### src/rtl/lf_pkg.sv
package lf_pkg;

  // Default Q8.8 gains (value * 256, rounded)
  localparam int unsigned ACQ_KP_Q = 9763;
  localparam int unsigned ACQ_KI_Q = 288;
  localparam int unsigned TRK_KP_Q = 1220;
  localparam int unsigned TRK_KI_Q = 36;
  localparam int          LOCK_THRESH_DEF = 9950;

  // Control-to-datapath strobes
  typedef struct packed {
    logic update;    // accept the current error sample
    logic selTrack;  // pick the narrow filter for this sample
  } lf_strobe_t;

endpackage

### src/rtl/lf_ctrl.sv
module lf_ctrl #(
  parameter int METRIC_W    = 16,
  parameter int LOCK_THRESH = lf_pkg::LOCK_THRESH_DEF
) (
  input  logic                       clk,
  input  logic                       rstN,
  input  logic                       validIn,
  input  logic signed [METRIC_W-1:0] metricIn,
  output lf_pkg::lf_strobe_t         strb,
  output logic                       trackMode
);
  localparam logic signed [METRIC_W-1:0] THRESH_S = METRIC_W'(LOCK_THRESH);

  logic aboveThresh;
  assign aboveThresh = (metricIn >= THRESH_S);

  always_comb begin
    strb.update   = validIn;
    strb.selTrack = aboveThresh;
  end

  always_ff @(posedge clk or negedge rstN) begin
    if (!rstN)        trackMode <= 1'b0;
    else if (validIn) trackMode <= aboveThresh;
  end
endmodule

### src/rtl/lf_pi_branch.sv
module lf_pi_branch #(
  parameter int          ERR_W  = 16,
  parameter int          GAIN_W = 16,
  parameter int          FRAC_W = 8,
  parameter int          ACC_W  = 26,
  parameter int          OUT_W  = 21,
  parameter int unsigned KP     = 1,
  parameter int unsigned KI     = 1
) (
  input  logic                    clk,
  input  logic                    rstN,
  input  logic                    update,
  input  logic signed [ERR_W-1:0] errIn,
  output logic signed [OUT_W-1:0] filtOut
);
  localparam int PROD_W = ERR_W + GAIN_W + 1;
  localparam int SUM_W  = ((PROD_W > ACC_W) ? PROD_W : ACC_W) + 2;

  localparam logic signed [SUM_W-1:0] ACC_MAX = SUM_W'((64'sd1 <<< (ACC_W - 1)) - 64'sd1);
  localparam logic signed [SUM_W-1:0] ACC_MIN = SUM_W'(-(64'sd1 <<< (ACC_W - 1)));
  localparam logic signed [SUM_W-1:0] OUT_MAX = SUM_W'((64'sd1 <<< (OUT_W - 1)) - 64'sd1);
  localparam logic signed [SUM_W-1:0] OUT_MIN = SUM_W'(-(64'sd1 <<< (OUT_W - 1)));
  localparam logic signed [PROD_W-1:0] KP_S = PROD_W'(KP);
  localparam logic signed [PROD_W-1:0] KI_S = PROD_W'(KI);

  logic signed [ACC_W-1:0]  integQ;
  logic signed [ACC_W-1:0]  integNext;
  logic signed [PROD_W-1:0] errExt;
  logic signed [PROD_W-1:0] prodP;
  logic signed [PROD_W-1:0] prodI;
  logic signed [SUM_W-1:0]  integSum;
  logic signed [SUM_W-1:0]  total;
  logic signed [SUM_W-1:0]  scaled;

  assign errExt = PROD_W'(errIn);
  assign prodP  = errExt * KP_S;
  assign prodI  = errExt * KI_S;

  // Integrator: add, then clamp to the accumulator range
  assign integSum = SUM_W'(integQ) + SUM_W'(prodI);
  always_comb begin
    if (integSum > ACC_MAX)      integNext = ACC_MAX[ACC_W-1:0];
    else if (integSum < ACC_MIN) integNext = ACC_MIN[ACC_W-1:0];
    else                         integNext = integSum[ACC_W-1:0];
  end

  // Proportional path plus updated integrator, rescaled and clamped
  assign total  = SUM_W'(prodP) + SUM_W'(integNext);
  assign scaled = total >>> FRAC_W;
  always_comb begin
    if (scaled > OUT_MAX)      filtOut = OUT_MAX[OUT_W-1:0];
    else if (scaled < OUT_MIN) filtOut = OUT_MIN[OUT_W-1:0];
    else                       filtOut = scaled[OUT_W-1:0];
  end

  always_ff @(posedge clk or negedge rstN) begin
    if (!rstN)       integQ <= '0;
    else if (update) integQ <= integNext;
  end
endmodule

### src/rtl/lf_datapath.sv
module lf_datapath #(
  parameter int          ERR_W  = 16,
  parameter int          GAIN_W = 16,
  parameter int          FRAC_W = 8,
  parameter int          ACC_W  = 26,
  parameter int          OUT_W  = 21,
  parameter int unsigned ACQ_KP = lf_pkg::ACQ_KP_Q,
  parameter int unsigned ACQ_KI = lf_pkg::ACQ_KI_Q,
  parameter int unsigned TRK_KP = lf_pkg::TRK_KP_Q,
  parameter int unsigned TRK_KI = lf_pkg::TRK_KI_Q
) (
  input  logic                    clk,
  input  logic                    rstN,
  input  lf_pkg::lf_strobe_t      strb,
  input  logic signed [ERR_W-1:0] errIn,
  output logic                    validOut,
  output logic signed [OUT_W-1:0] ctrlOut
);
  localparam int N_BRANCH = 2;  // index 0 = wide, 1 = narrow

  logic signed [OUT_W-1:0] branchOut [N_BRANCH];

  for (genvar g = 0; g < N_BRANCH; g++) begin : g_branch
    lf_pi_branch #(
      .ERR_W (ERR_W),
      .GAIN_W(GAIN_W),
      .FRAC_W(FRAC_W),
      .ACC_W (ACC_W),
      .OUT_W (OUT_W),
      .KP    ((g == 0) ? ACQ_KP : TRK_KP),
      .KI    ((g == 0) ? ACQ_KI : TRK_KI)
    ) branch_i (
      .clk    (clk),
      .rstN   (rstN),
      .update (strb.update),
      .errIn  (errIn),
      .filtOut(branchOut[g])
    );
  end

  logic signed [OUT_W-1:0] selOut;
  assign selOut = strb.selTrack ? branchOut[1] : branchOut[0];

  always_ff @(posedge clk or negedge rstN) begin
    if (!rstN) begin
      validOut <= 1'b0;
      ctrlOut  <= '0;
    end else begin
      validOut <= strb.update;
      if (strb.update) ctrlOut <= selOut;
    end
  end
endmodule

### src/rtl/dual_mode_loop_filter.sv
module dual_mode_loop_filter #(
  parameter int          ERR_W       = 16,
  parameter int          METRIC_W    = 16,
  parameter int          GAIN_W      = 16,
  parameter int          FRAC_W      = 8,
  parameter int          ACC_W       = 26,
  parameter int          OUT_W       = 21,
  parameter int          LOCK_THRESH = lf_pkg::LOCK_THRESH_DEF,
  parameter int unsigned ACQ_KP      = lf_pkg::ACQ_KP_Q,
  parameter int unsigned ACQ_KI      = lf_pkg::ACQ_KI_Q,
  parameter int unsigned TRK_KP      = lf_pkg::TRK_KP_Q,
  parameter int unsigned TRK_KI      = lf_pkg::TRK_KI_Q
) (
  input  logic                       clk,
  input  logic                       rstN,
  input  logic                       validIn,
  input  logic signed [ERR_W-1:0]    errIn,
  input  logic signed [METRIC_W-1:0] metricIn,
  output logic                       validOut,
  output logic signed [OUT_W-1:0]    ctrlOut,
  output logic                       trackMode
);
  lf_pkg::lf_strobe_t strb;

  lf_ctrl #(
    .METRIC_W   (METRIC_W),
    .LOCK_THRESH(LOCK_THRESH)
  ) ctrl_i (
    .clk      (clk),
    .rstN     (rstN),
    .validIn  (validIn),
    .metricIn (metricIn),
    .strb     (strb),
    .trackMode(trackMode)
  );

  lf_datapath #(
    .ERR_W (ERR_W),
    .GAIN_W(GAIN_W),
    .FRAC_W(FRAC_W),
    .ACC_W (ACC_W),
    .OUT_W (OUT_W),
    .ACQ_KP(ACQ_KP),
    .ACQ_KI(ACQ_KI),
    .TRK_KP(TRK_KP),
    .TRK_KI(TRK_KI)
  ) dp_i (
    .clk     (clk),
    .rstN    (rstN),
    .strb    (strb),
    .errIn   (errIn),
    .validOut(validOut),
    .ctrlOut (ctrlOut)
  );
endmodule

### config.mk
export PLATFORM = sky130hd
export DESIGN_NAME = dual_mode_loop_filter
export DESIGN_NICKNAME = d
export VERILOG_FILES = /design/src/rtl/lf_pkg.sv /design/src/rtl/lf_ctrl.sv /design/src/rtl/lf_pi_branch.sv /design/src/rtl/lf_datapath.sv /design/src/rtl/dual_mode_loop_filter.sv
export SDC_FILE = /design/constraint.sdc
export NUM_CORES = 1
export LEC_CHECK = 0
export CAP_MARGIN = 5
export CORE_UTILIZATION = 60
export DETAILED_ROUTE_END_ITERATION = 12
export HOLD_SLACK_MARGIN = 0.06
export PLACE_DENSITY_LB_ADDON = 0.2
export SYNTH_ARGS = -nofsm -noshare
export SYNTH_HDL_FRONTEND = slang
export SYNTH_SLANG_ARGS = --single-unit
export TNS_END_PERCENT = 50
### constraint.sdc
create_clock -name clk -period 9.6 [get_ports clk]
set_input_delay 1.92 -clock clk [delete_from_list [all_inputs] [get_ports clk]]
set_output_delay 1.92 -clock clk [all_outputs]
set_load 0.005 [all_outputs]
# After elaboration in Yosys (flattened, before gate mapping)
# Index checks and enable logic that the tools add are counted.
op_classes:
  addsub: 4
  n_mul: 4
  order_cmp: 9
  n_mux: 9
op_table:
  columns: ["cell", "count"]
  rows:
  - ["$mux 21", 5]
  - ["$mux 26", 4]
  - ["$gt 27x26->1 const B", 2]
  - ["$lt 27x26->1 const B", 2]
  - ["$mul 16x5->21 const B", 2]
  - ["$add 31x26->32", 1]
  - ["$mul 16x15->31 const B", 1]
  - ["$add 28x26->29", 1]
  - ["$add 26x23->27", 1]
  - ["$add 26x26->27", 1]
  - ["$mul 16x10->26 const B", 1]
  - ["$gt 24x21->1 const B", 1]
  - ["$lt 24x21->1 const B", 1]
  - ["$gt 21x21->1 const B", 1]
  - ["$lt 21x21->1 const B", 1]
  - ["$ge 16x15->1 const B", 1]
word_totals:
  register_bits: 75
  wordCells: 31

# Logic depth before layout (Yosys ltp)
# Gate-level depths: netlist of run 1.
logic_depth:
  depth_word: 10
  depth_mapped: 50
  ltp_nobuf: 46

# Cells and area by module
# Synthesis of run 1 repeated with hierarchy kept, for this count alone.
unflattened:
  cells_unflattened: 1936
  hier_area_um2: 16420.7
modules_own_cells:
  columns: ["mod", "instances", "cells_per_inst", "area_per_inst_um2"]
  rows:
  - ["lf_pi_branch at dp_i.g_branch[0].branch_i", 1, 976, 8274.2]
  - ["lf_pi_branch at dp_i.g_branch[1].branch_i", 1, 852, 7028.0]
  - ["lf_datapath", 1, 93, 1002.2]
  - ["lf_ctrl", 1, 15, 116.4]

# Worst setup path after synthesis of run 1
# No wires, ideal clock.
synth_timing:
  path_type: "in2reg"
  from: "in errIn[1]"
  to: "reg dp_i.ctrlOut[10]"
  setup_time_ns: 0.162
  t_arrival_ns: 11.077
  t_required_ns: 9.438
  slack_ns: -1.639
  stages: 49
  path_buffers: 3
  cell_sequence: "ha_1 > ha_1 > inv_1 > fa_1 > nor2b_1 > o21ai_0 > a21boi_0 > o21ai_0 > a21boi_0 > o21ai_0 > a21boi_0 > o21ai_0 > a21boi_0 > o21ai_0 > and2_1 > o41ai_1 > xnor2_1 > ha_1 > [... 13 more ...] > fa_1 > fa_1 > inv_1 > ha_1 > a21o_1 > a21o_1 > a21oi_1 > o21a_1 > nor2_1 > nor4_1 > o22ai_1 > a21oi_2 > nor3b_1 > a311o_1 > o31a_1 > nor3_2 > buf_6 > a221oi_2"
synth_via:
  elab_chain_len: 10
  word_cells_on_any_way: 25
  cone_classes: "4 x add/sub; 4 x mul; 8 x order compare; 9 x mux"
synth_lines:
  columns: ["element", "line", "text"]
  rows:
  - ["from (decl)", "dual_mode_loop_filter.sv:17", "input logic signed [ERR_W-1:0] errIn,"]
  - ["$mul 16x5->21 (*)", "lf_pi_branch.sv:37", "assign prodI = errExt * KI_S;"]
  - ["$add 26x26->27 (*)", "lf_pi_branch.sv:40", "assign integSum = SUM_W'(integQ) + SUM_W'(prodI);"]
  - ["$lt 27x26->1", "lf_pi_branch.sv:43", "else if (integSum < ACC_MIN) integNext = ACC_MIN[ACC_W-1:0];"]
  - ["$mux 26", "lf_pi_branch.sv:43", null]
  - ["$mux 26 (*)", "lf_pi_branch.sv:42", "if (integSum > ACC_MAX) integNext = ACC_MAX[ACC_W-1:0];"]
  - ["via dp_i.g_branch[0].branch_i.integNext[25]", "lf_pi_branch.sv:27", "logic signed [ACC_W-1:0] integNext;"]
  - ["$add 31x26->32 (*)", "lf_pi_branch.sv:48", "assign total = SUM_W'(prodP) + SUM_W'(integNext);"]
  - ["$lt 24x21->1", "lf_pi_branch.sv:52", "else if (scaled < OUT_MIN) filtOut = OUT_MIN[OUT_W-1:0];"]
  - ["$mux 21", "lf_pi_branch.sv:52", null]
  - ["$mux 21 (*)", "lf_pi_branch.sv:51", "if (scaled > OUT_MAX) filtOut = OUT_MAX[OUT_W-1:0];"]
  - ["$mux 21 (*)", "lf_datapath.sv:42", "assign selOut = strb.selTrack ? branchOut[1] : branchOut[0];"]
  - ["to (signal assigned)", "lf_datapath.sv:50", "if (strb.update) ctrlOut <= selOut;"]
  - ["to (decl)", "lf_datapath.sv:17", "output logic signed [OUT_W-1:0] ctrlOut"]
# Mark *: on every way through the listed nets, which the timed path passes. The rest lies on a longest branch.
# A chain may end at the register's enable or synchronous reset.

# Worst setup path in the final report of run 1
layout_timing:
  from: "in errIn[5]"
  to: "reg dp_i.ctrlOut[1]"
# Same word-level chain as after synthesis.

==> impl_metrics.csv, run 1 <==
group,metric,value,unit
synth,synth_edf_count,0,
sta,slew_violations,0,
sta,hold_violations,0,
synth,synth-compound-area-share,20.2,%
floorplan,core_area,22700,um^2
setup_path,worst_setup_path_end_kind,"flop",
sta,clock_skew,0.0198,ns
place,dpl.hpwl,36.4,mm
finish,layout_commonest_cell,"buf_4",
route,drt_drc_violations_left,0,
setup_path,cpPeakStageDelay,0.53,ns
synth,synth_top_family_by_area,"adder cells",
sta,setup_viol,21,
setup_path,crit_type,"in2reg",
setup_path,endpoint,"dp_i.ctrlOut[1]",
finish,nets,2439,
floorplan,io_pins,58,
clock_network,clockBufferDepth,2,
setup_path,critPathLaunch,"errIn[5]",
sta,whs,0.485,ns
synth,syn_nets,2005,
synth,seq_area_frac_synth,13.1,%
setup_path,worst-r2r-setup-slack,2.02,ns
sta,fin_crit,10.98,ns
global_route,groute.usage.overall,40.8,%
setup_path,crit_required,9.78,ns
synth,synth_fa_ha_area_share,37.5,%
route,firstDrtPassIters,5,
floorplan,fp.dieArea,23800,um^2
sta,clock.fmax,0.0911,GHz
synth,async_flop_share,100,%
clock_network,htreeDepth,3,
run_status,status,"finished with violations",
global_route,grt_pass1_vias,14700,
route,drt-total-wl,50.7,mm
clock_network,cts-root-buf,"clkbuf_16",
clock_network,hold_buffers,0,
setup_path,start_kind,"primary input",
setup_path,r2r_start,"dp_i.g_branch[0].branch_i.integQ[5]",
route,wire_per_inst,21.6,um
clock_network,clkLatencyLatePin,0.37,ns
sta,rsz0062_at_grt,"yes",
global_route,grt_max_degree,52,
clock_network,numCtsBuffers,9,
synth,ys_warn_count,0,
clock_network,clk_pin_slew_worst_paths,0.07,ns
setup_path,reg2regPathDepth,34,
finish,fin_util,82.4,%
finish,layout_common_cells,"buf_4 (388), inv_1 (298), ha_1 (227)",
clock_network,cts_tree,"yes",
job,maxCapViolCount,0,
synth,yosys.area_share.xor_xnor,6.86,%
setup_path,reg2reg_to,"dp_i.ctrlOut[1]",
setup_path,cp_common_cell,"a21oi_2",
finish,multiInputGateArea,11400,um^2
finish,ff_latch_area,1830,um^2
floorplan,initial_core_util,61.3,%
floorplan,die_w,154,um
synth,ys_ff_latch,73,
sta,tightest_slew,1.14,ns
global_route,grt_pass1_wl,75.3,mm
setup_path,arrival,11.16,ns
sta,fin_crit_sh,114,%
place,gp_congestion,0.951,
route,ant_nets,0,
route,vias_per_cell,6.09,
global_route,antenna_found_initial,1,
route,num_vias,14300,
synth,yosys-mux-area-fraction,3.88,%
route,drt_iter0_markers,1244,
setup_path,cp_max_fo,7,
synth,syn_inst,1619,
clock_network,clock-sinks,73,
run_status,violations,"setup timing",
setup_path,crit_slowest_cell,"fa_1",
synth,synth.distinct_cells,73,
floorplan,rows,55,
synth,netlist_area,13900,um^2
min_path,hold_path.class,"reg2reg",
place,io_buffers,56,
floorplan,die_y,154,um
synth,avgSynthCellArea,8.59,um^2
place,pre_cts_ws,-2.05,ns
global_route,grt.overflow.total,0,
synth,synth-simple-area-share,9.36,%
sta,fin_ws,-1.38,ns
finish,fill_cells,1384,
synth,synth_ff_type,"dfrtp_1",
finish,drive_gt1_share,28.6,%
finish,synthToLayoutAreaGrowth,34.5,%
sta,maxSlewHeadroom,23.7,%
registers in the layout, summed over array words and instances (netlist names):
name / flops
dp_i.g_branch.branch_i.integQ: 50
dp_i.ctrlOut: 21
ctrl_i.trackMode: 1
dp_i.validOut: 1
layer usage:
metal  wire, um  GRT usage (%)  vias to the layer above
met3       4740           5.69                      264
met1      18800           48.4                     6843
li1           -              -                     6408
met2      23700           71.6                      756
met5          0              0                        -
met4       3520           22.2                        0
per-stage QoR:
stage               instances  cell area, um^2  setup TNS [ns]
finish                   2344            18700          -27.81
global route             2343            18700          -34.15
CTS                      2331            18400          -18.51
detailed placement       2264            17400          -42.18
global placement         2264            17400          -36.83
floorplan                1619            14200          -17.87
worst min path at each step:
stage / start / end / slack, ns / cells after the start
2_1_floorplan: ctrl_i.trackMode / ctrl_i.trackMode / 0.48 / 1
3_3_place_gp: ctrl_i.trackMode / ctrl_i.trackMode / 0.47 / 1
3_5_place_dp: ctrl_i.trackMode / ctrl_i.trackMode / 0.47 / 1
4_1_cts: ctrl_i.trackMode / ctrl_i.trackMode / 0.49 / 1
5_1_grt: ctrl_i.trackMode / ctrl_i.trackMode / 0.51 / 1
6_report: ctrl_i.trackMode / ctrl_i.trackMode / 0.49 / 1
synth_stat cells (5+ instances only):
library cell  number  area (um^2)
a31oi_1           17          106
nand4_1           16          100
nand2b_1           7         43.8
fa_1             104         2080
or3_1              6         37.5
a21oi_1          145          726
o31ai_1            5         37.5
o21ai_0           72          360
a21boi_0          10         75.1
o21a_1            13         97.6
nor2b_1           12         75.1
a21o_1            63          473
o21bai_1          20          150
nor3_1            15         75.1
nor2_1            80          300
inv_1            301         1130
dfrtp_1           73         1830
nand2_1           93          349
and2_1             5         31.3
and3_1            13         81.3
ha_1             247         3090
or2_2              6         37.5
mux2_2            47          529
xor2_1            43          377
clkbuf_1          24         90.1
xnor2_1           66          578
a221oi_2           9          135
nand3_1           14         70.1
a211oi_1           7         52.6
o211ai_1           5         37.5
o22ai_1           10         62.6
logic make-up after synthesis:
kind of cell               after synthesis
AOI/OAI and AO/OA                      423
adders and majority gates              355
buffers and inverters                  331
and+or+nand+nor                        280
xor gates and xnor gates               109
DFF                                     73
muxes                                   48
critical path, delay by kind of cell:
kind / cells / cell delay (ns)
compound gates: 27 / 5.18
xor+xnor: 1 / 0.16
fa+ha+maj: 7 / 2.27
buf+inv: 8 / 0.99
simple gates: 5 / 0.62
layout make-up:
class	count	share of cell area (%)
flip-flops and latches	73	9.76
diodes	1	0.0134
inverters	301	6.04
clock inverters	6	0.267
clock buffers	10	1.28
well taps	285	1.91
multi-input cells	1215	61.2
repair buffers	453	19.6
timing repair:
action / in CTS / in global routing
endpoints found under the hold margin: 0 / 0
resized for setup: 72 / 41
pin swaps: 49 / 32
endpoints found under the setup margin: 21 / 21
cloned: 3 / 0
buffers inserted: 48 / 12
Power of run 1 is not shown: default switching activity piles up to over one toggle a cycle in this logic, so the estimate is an artifact.
==> run 2, diff against run 1 <==
--- a/config.mk
+++ b/config.mk
@@ -10,6 +10,7 @@
 export DETAILED_ROUTE_END_ITERATION = 12
 export HOLD_SLACK_MARGIN = 0.06
 export PLACE_DENSITY_LB_ADDON = 0.2
+export SETUP_SLACK_MARGIN = 0.2
 export SYNTH_ARGS = -nofsm -noshare
 export SYNTH_HDL_FRONTEND = slang
 export SYNTH_SLANG_ARGS = --single-unit
==> impl_metrics.csv, run 2 (same netlist as run 1, synthesis figures left out) <==
group,metric,value,unit
run_status,status,"finished with violations",
run_status,violations,"setup timing",
finish,layout_common_cells,"buf_4 (388), inv_1 (298), ha_1 (227)",
setup_path,cp_max_fo,7,
clock_network,clockBufferDepth,2,
route,wire_per_inst,21.6,um
global_route,groute.usage.overall,40.8,%
place,dpl_cell_area,17400,um^2
setup_path,cpPeakStageDelay,0.53,ns
place,gp_congestion,0.951,
finish,biggestRegsByFlops,"dp_i.g_branch.branch_i.integQ x50, dp_i.ctrlOut x21",
floorplan,io_pins,58,
setup_path,worst_setup_path_end_kind,"flop",
sta,clock_skew,0.0209,ns
global_route,grt_pass1_vias,14700,
sta,setup_viol,21,
route,ant_nets,0,
route,drt_drc_violations_left,0,
sta,tightest_slew,1.14,ns
place,pre_cts_ws,-2.05,ns
route,num_vias,14300,
clock_network,cts_tree,"yes",
global_route,grt_max_degree,52,
setup_path,crit_slowest_cell,"fa_1",
global_route,grt_pass1_wl,75.3,mm
finish,max_flop_register,"dp_i.g_branch.branch_i.integQ",
finish,drive_gt1_share,28.6,%
setup_path,cp_common_cell,"a21oi_2",
sta,fin_crit,10.97,ns
route,vias_per_cell,6.08,
place,io_buffers,56,
sta,maxSlewHeadroom,23.5,%
finish,largest_reg_flops,50,
route,drt_iter0_markers,1224,
floorplan,die_y,154,um
floorplan,rows,55,
global_route,grt.overflow.total,0,
setup_path,start_kind,"primary input",
sta,rsz0062_at_grt,"yes",
setup_path,worst-r2r-setup-slack,2.03,ns
floorplan,fp.dieArea,23800,um^2
floorplan,core_area,22700,um^2
finish,fin_area,18700,um^2
setup_path,crit_type,"in2reg",
finish,nets,2439,
clock_network,clkLatencyLatePin,0.37,ns
place,dpl.hpwl,36.4,mm
route,firstDrtPassIters,5,
job,maxCapViolCount,0,
sta,fin_crit_sh,114,%
floorplan,die_w,154,um
clock_network,cts-root-buf,"clkbuf_16",
finish,layout_commonest_cell,"buf_4",
sta,hold_violations,0,
sta,finalSetupTns,-27.58,ns
clock_network,numCtsBuffers,9,
global_route,antenna_found_initial,1,
sta,fin_ws,-1.37,ns
clock_network,clock-sinks,73,
sta,slew_violations,0,
floorplan,initial_core_util,61.3,%
setup_path,arrival,11.15,ns
setup_path,crit_required,9.78,ns
route,drt-total-wl,50.7,mm
clock_network,htreeDepth,3,
clock_network,clk_pin_slew_worst_paths,0.07,ns
finish,synthToLayoutAreaGrowth,34.5,%
min_path,hold_path.class,"reg2reg",
sta,clock.fmax,0.0912,GHz
[run 2: changes by cell type in the layout (fill, tap and decap cells not counted)]
cell     before  now
diode_2       1    2
[run 2: path summary, 6_finish.rpt]
| kind | to | startpoint | depth (start not counted) |
|---|---|---|---|
| worst max register to register | dp_i.ctrlOut[1] | dp_i.g_branch[0].branch_i.integQ[5] | 34 |
| worst min register to register | ctrl_i.trackMode | ctrl_i.trackMode | 1 |
| max in group asynchronous | dp_i.g_branch[1].branch_i.integQ[19] | rstN | 2 |
| worst min-delay path | ctrl_i.trackMode | ctrl_i.trackMode | 1 |
| worst max-delay path | dp_i.ctrlOut[1] | errIn[5] | 48 |
| min in group asynchronous | dp_i.g_branch[0].branch_i.integQ[5] | rstN | 1 |
[run 2: repair_timing]
action	CTS	global route
gates cloned	3	0
pin swaps	49	32
hold buffers	0	0
hold endpoints to repair	0	0
setup endpoints to repair	21	21
setup buffers	48	12
gates resized for setup	72	41
[run 2: through the flow]
| stage | util [%] | hold slack (ns) | instances |
|---|---|---|---|
| floorplan | - | 0.478 | 1619 |
| global placement | 76.8 | 0.466 | 2264 |
| detailed placement | 76.8 | 0.472 | 2264 |
| CTS | 81.1 | 0.489 | 2331 |
| global route | 82.4 | 0.513 | 2343 |
| finish | 82.4 | 0.485 | 2345 |
[run 2: critical path: cells and delay by family]
kind / cells / cell delay [ns]
buffers and inverters: 8 / 0.99
AOI/OAI and AO/OA: 27 / 5.17
adders and majority gates: 7 / 2.26
and+or+nand+nor: 5 / 0.62
xor gates and xnor gates: 1 / 0.16
[run 2: metal layers]
metal	up-vias	part of all wire, %	track usage, %
met2	729	47	71.6
met3	272	8.9	5.69
met1	6849	37	48.4
met5	-	0	0
li1	6409	-	-
met4	0	7.0	22.2
[run 2: cell type report]
class	count	area, um^2
tap	285	357
clock buffer	10	239
timing repair buffer	453	3660
multi-input combinational	1215	11400
clock inverter	6	50.0
antenna	2	5.00
fill	1384	4000
inverter	301	1130
sequential	73	1830
Power of run 2 is left out for the same reason.
